File: src/rtl/pcs_pkg.sv
package pcs_pkg;
  // Strobes from the control to the datapath; at most one load is active.
  typedef struct packed {
    logic advance;     // pc <= pc + 1
    logic loadTarget;  // pc <= {page, target}
    logic loadVector;  // pc <= interrupt vector
    logic loadTos;     // pc <= top of stack
    logic push;        // write an entry, bump pointer
    logic pushCur;     // push pc itself instead of pc + 1
    logic pop;         // drop pointer by one
  } seqCtrl_t;
endpackage

File: src/rtl/pcs_control.sv
module pcs_control
  import pcs_pkg::*;
(
  input  logic     clk,
  input  logic     rstN,
  input  logic     intAccept,
  input  logic     callEn,
  input  logic     gotoEn,
  input  logic     retEn,
  output seqCtrl_t ctrl,
  output logic     dummyCycle
);
  logic dummyQ;
  logic branchTaken;

  always_comb begin
    ctrl = '0;
    branchTaken = 1'b0;
    if (!dummyQ) begin
      if (intAccept) begin
        ctrl.push = 1'b1;
        ctrl.pushCur = 1'b1;
        ctrl.loadVector = 1'b1;
        branchTaken = 1'b1;
      end else if (retEn) begin
        ctrl.pop = 1'b1;
        ctrl.loadTos = 1'b1;
        branchTaken = 1'b1;
      end else if (callEn) begin
        ctrl.push = 1'b1;
        ctrl.loadTarget = 1'b1;
        branchTaken = 1'b1;
      end else if (gotoEn) begin
        ctrl.loadTarget = 1'b1;
        branchTaken = 1'b1;
      end else begin
        ctrl.advance = 1'b1;
      end
    end
  end

  always_ff @(posedge clk) begin
    if (!rstN) dummyQ <= 1'b0;
    else       dummyQ <= branchTaken;
  end

  assign dummyCycle = dummyQ;
endmodule

File: src/rtl/pcs_datapath.sv
module pcs_datapath
  import pcs_pkg::*;
#(
  parameter int PC_W      = 13,
  parameter int LOW_W     = 11,
  parameter int DEPTH     = 8,   // must be a power of two for the wrap
  parameter int RESET_VEC = 0,
  parameter int INT_VEC   = 4
) (
  input  logic                  clk,
  input  logic                  rstN,
  input  seqCtrl_t              ctrl,
  input  logic [PC_W-LOW_W-1:0] pageSel,
  input  logic [LOW_W-1:0]      targetLow,
  output logic [PC_W-1:0]       progCounter,
  output logic [LOW_W-1:0]      fetchAddr,
  output logic [PC_W-1:0]       stackTop
);
  localparam int PTR_W = $clog2(DEPTH);

  logic [PC_W-1:0]  pcQ, pcNext, pcInc, pushVal;
  logic [PTR_W-1:0] wrPtr, topPtr;
  logic [PC_W-1:0]  stackMem [DEPTH];

  assign pcInc   = pcQ + PC_W'(1);
  assign pushVal = ctrl.pushCur ? pcQ : pcInc;
  assign topPtr  = wrPtr - PTR_W'(1);

  always_comb begin
    pcNext = pcQ;
    if (ctrl.loadVector)      pcNext = PC_W'(INT_VEC);
    else if (ctrl.loadTos)    pcNext = stackMem[topPtr];
    else if (ctrl.loadTarget) pcNext = {pageSel, targetLow};
    else if (ctrl.advance)    pcNext = pcInc;
  end

  always_ff @(posedge clk) begin
    if (!rstN) begin
      pcQ   <= PC_W'(RESET_VEC);
      wrPtr <= '0;
    end else begin
      pcQ <= pcNext;
      if (ctrl.push)     wrPtr <= wrPtr + PTR_W'(1);
      else if (ctrl.pop) wrPtr <= topPtr;
    end
  end

  always_ff @(posedge clk) begin
    for (int i = 0; i < DEPTH; i++) begin
      if (!rstN)
        stackMem[i] <= '0;
      else if (ctrl.push && wrPtr == PTR_W'(i))
        stackMem[i] <= pushVal;
    end
  end

  assign progCounter = pcQ;
  assign fetchAddr   = pcQ[LOW_W-1:0];
  assign stackTop    = stackMem[topPtr];
endmodule

File: src/rtl/pc_sequencer.sv
module pc_sequencer
  import pcs_pkg::*;
#(
  parameter int PC_W      = 13,
  parameter int LOW_W     = 11,
  parameter int DEPTH     = 8,
  parameter int RESET_VEC = 0,
  parameter int INT_VEC   = 4
) (
  input  logic                  clk,
  input  logic                  rstN,
  input  logic                  intAccept,
  input  logic                  callEn,
  input  logic                  gotoEn,
  input  logic                  retEn,
  input  logic [PC_W-LOW_W-1:0] pageSel,
  input  logic [LOW_W-1:0]      targetLow,
  output logic [PC_W-1:0]       progCounter,
  output logic [LOW_W-1:0]      fetchAddr,
  output logic [PC_W-1:0]       stackTop
);
  seqCtrl_t ctrl;
  logic     dummyCycle;

  pcs_control u_ctrl (
    .clk(clk), .rstN(rstN), .intAccept(intAccept), .callEn(callEn),
    .gotoEn(gotoEn), .retEn(retEn), .ctrl(ctrl), .dummyCycle(dummyCycle)
  );

  pcs_datapath #(
    .PC_W(PC_W), .LOW_W(LOW_W), .DEPTH(DEPTH),
    .RESET_VEC(RESET_VEC), .INT_VEC(INT_VEC)
  ) u_dp (
    .clk(clk), .rstN(rstN), .ctrl(ctrl), .pageSel(pageSel),
    .targetLow(targetLow), .progCounter(progCounter),
    .fetchAddr(fetchAddr), .stackTop(stackTop)
  );
endmodule

File: config.mk
export PLATFORM = sky130hd
export DESIGN_NAME = pc_sequencer
export DESIGN_NICKNAME = d
export VERILOG_FILES = /design/src/rtl/pcs_pkg.sv /design/src/rtl/pcs_control.sv /design/src/rtl/pcs_datapath.sv /design/src/rtl/pc_sequencer.sv
export SDC_FILE = /design/constraint.sdc
export NUM_CORES = 1
export LEC_CHECK = 0
export BUFFER_PORTS_ARGS = -buffer_cell sky130_fd_sc_hd__buf_2
export CAP_MARGIN = 25
export CORE_UTILIZATION = 40
export CTS_CLUSTER_DIAMETER = 30
export DETAILED_ROUTE_END_ITERATION = 10
export PLACE_DENSITY = 0.64
export SYNTH_ARGS = -nofsm -noshare
export SYNTH_HDL_FRONTEND = slang
export SYNTH_SLANG_ARGS = --single-unit
File: constraint.sdc
create_clock -name clk -period 4.16 [get_ports clk]
set_input_delay 1.04 -clock clk [delete_from_list [all_inputs] [get_ports clk]]
set_output_delay 1.04 -clock clk [all_outputs]
set_load 0.1 [all_outputs]
==> results.md <==
* Status: finished clean
* Net Count, Synth at 538
* Dpl cells at 713
* Die Wd at 125 µm
* Starting density of the core at 41.2%
* Cell Chain, Critical Path: inv_1 > ha_1 > xor2_4 > buf_4 > mux4_1 > mux2_4 > buf_2
* Number of max-cap violations at 0
* Pre-Repair DR Iteration Count at 5
* Post-synth EDFFs at 104
* Post-route clock period utilization at 96.4%
* Setup crit start kind: flop
* Worst-Skew Late Latency at 430 ps
* Worst setup EP type: output port
* WP data arrival at 2970 ps
* DR WL/cell at 21.6 µm
* Met1 Use GR at 29.1%
* DRT iter0 DRCs at 551
* Cell variety after synth at 53
* Clk pin slew, worst setup/hold paths at 60 ps
* Clock Skew at 6.98 ps
* Worst hold slack at 601 ps
* Fmax achieved at 249 MHz
* Req. time, crit path at 3120 ps
* RSZ-0062 raised after global routing: false
* Non-filler instance count after layout at 745
* CTS max path bufs at 2
* IO Port Bufs at 55
* Slew @ Worst Pin at 934 ps
* Final wirelength at 16100 µm
* Worst setup margin at 148 ps
* Total CTS buffers at 17
* # DRC at 0
* CP max stage delay at 550 ps
* Routed Antenna Nets at 0
* Leakage power at 2.61 nW
* Syn Area/Cell at 11.8 µm²
* Row Count at 44
* Post-Place Worst Slack at 607 ps
* Cell taking the most area after synthesis: edfxtp_1
* Total GRT Usage at 21.6%
* Hold Buf Count CTS at 0
* Most frequent cell after synthesis: nor2_1
* Gates resized, CTS repair at 0
* Top-area cell type share of the netlist area at 52.0%
* GR Layer Usage met2 at 32.9%
* Vias in the first global route at 4239
* Vias per inst at 5.81
* CTS tree: yes
* Synth warn at 0
* CP max FO at 10
* CP Class: reg -> out
* FF/Latch Area at 0.00346 mm²
* Largest net degree at the start of global routing at 22
* Antenna diodes at 0
* VDD IR max at 0.347 mV
* Initial antenna violation count at 0
* Multi-input gate area at 0.00230 mm²
* Post-synth top cells: 118 x nor2_1, 104 x edfxtp_1, 65 x nand2_1
* Setup Fix Bufs, Post-CTS at 0
* Ys async rst share at 0%
* Nets at 575
* Fill cells at 1282
* Synth top area cells: edfxtp_1 52%, nor2_1 7.4%, mux4_2 6.4%
* GPL Wtd Cong at 0.881
* Min-delay worst type: reg -> reg
* Die ar. at 0.0155 mm²
* Share of cells above drive strength 1 at 21.7%
* Clk sinks at 121
* Ports at 56
* Gr ovfl total at 0
* M3 GR Usage at 5.97%
* Synthesized flop and latch total at 121
* PD cells at 580 mW/mm²
* Fin Setup TNS at 0 ps
* Cell area after synthesis at 0.00601 mm²
* Die H at 125 µm
* Hpwl dp at 10200 µm
* Vias at 4328
* Post-synthesis sequential area ratio at 57.6%
* Hold Fails Final Rpt at 0
* Final setup vio count at 0
* Relative slew slack at 37.5%
* Fin crit period at 4010 ps
* CP bufs+invs at 3
* Layout Utilization at 48.3%
* Delay-heaviest family, CP: multiplexers
* H-Tree Depth at 4
* Primary FF master, synth: edfxtp_1
* Root Buffer: clkbuf_16
* Mapped Cells at 511
* GR peak layer: met2
* Core area at 0.0146 mm²
* First-pass GRT wire length at 24400 µm
* Slowest CP cell: mux4_1
* Pins Over Slew Limit at 0
* Area delta synth->final at 17.3%
## cell usage in the layout, fill, tap and decap left out, types with 6 or more instances in the layout
cell type,n
nand4_1,7
clkbuf_16,17
ha_1,8
nor2_1,118
nand2_1,65
buf_4,7
nor3_1,7
o21ai_0,14
mux2i_1,6
buf_2,46
xnor2_1,12
mux4_2,17
edfxtp_1,104
mux4_1,6
dfxtp_1,17
nand3_1,9
xor2_1,11
buf_12,9
## registers in the layout (all words and copies together), names as in the netlist
signal / cells
u_dp.stackMem: 104
u_dp.progCounter: 13
u_dp.wrPtr: 3
u_ctrl.dummyCycle: 1
## kinds of logic (layout without fill, tap and decap cells)
kind of cell | Yosys count | count (layout) | synth area share (%)
multiplexers | 33 | 33 | 10.8
AND/OR/NAND/NOR | 223 | 223 | 15.5
adder cells (fa/ha/maj) | 8 | 8 | 1.67
XOR/XNOR | 24 | 24 | 3.81
flip-flops | 121 | 121 | 57.6
buffers and inverters | 50 | 100 | 4.25
AO/OA/AOI/OAI | 52 | 52 | 6.31
## layout make-up
class	instances	share of cell area [%]
well taps	184	3.27
inverters	6	0.320
clock inverters	15	2.02
multi-input cells	340	32.6
flip-flops and latches	121	49.2
repair buffers	62	6.57
clock buffers	17	6.04
## metal layers
metal | part of all wire [%] | vias to the layer above
li1 | - | 1912
met1 | 41 | 2138
met2 | 46 | 247
met3 | 10 | 31
met4 | 2.0 | 0
met5 | 0 | -
## path summary, 6_finish.rpt
check	startpoint	to	slack, ps	cells past startpoint
min	u_dp.progCounter[1]	u_dp.progCounter[1]	600	2
max reg2reg	u_dp.progCounter[0]	u_dp.stackMem[1][12]	1510	6
min reg2reg	u_dp.progCounter[1]	u_dp.progCounter[1]	600	2
max	u_dp.wrPtr[1]	stackTop[6]	150	7
## through the flow
step | total power [mW] | area, µm²
after floorplan | 2.35 | 6020
after global placement | 2.68 | 6480
after detailed placement | 2.69 | 6480
after CTS | 4.09 | 7050
after global routing | 4.19 | 7050
final | 4.08 | 7050
## tightest hold or removal path, cell delays in order (launching register included)
cell and delay [ps]:
dfxtp_1 380, o21ai_0 110, a21oi_1 60
## power by group
part	leakage (nW)	internal, mW	total [mW]	switching (mW)
Sequential	1.22	1.40	1.45	0.0537
Clock	0.269	0.829	1.42	0.586
Combinational	1.12	0.347	1.22	0.873
(Power assumes the default switching activity.)
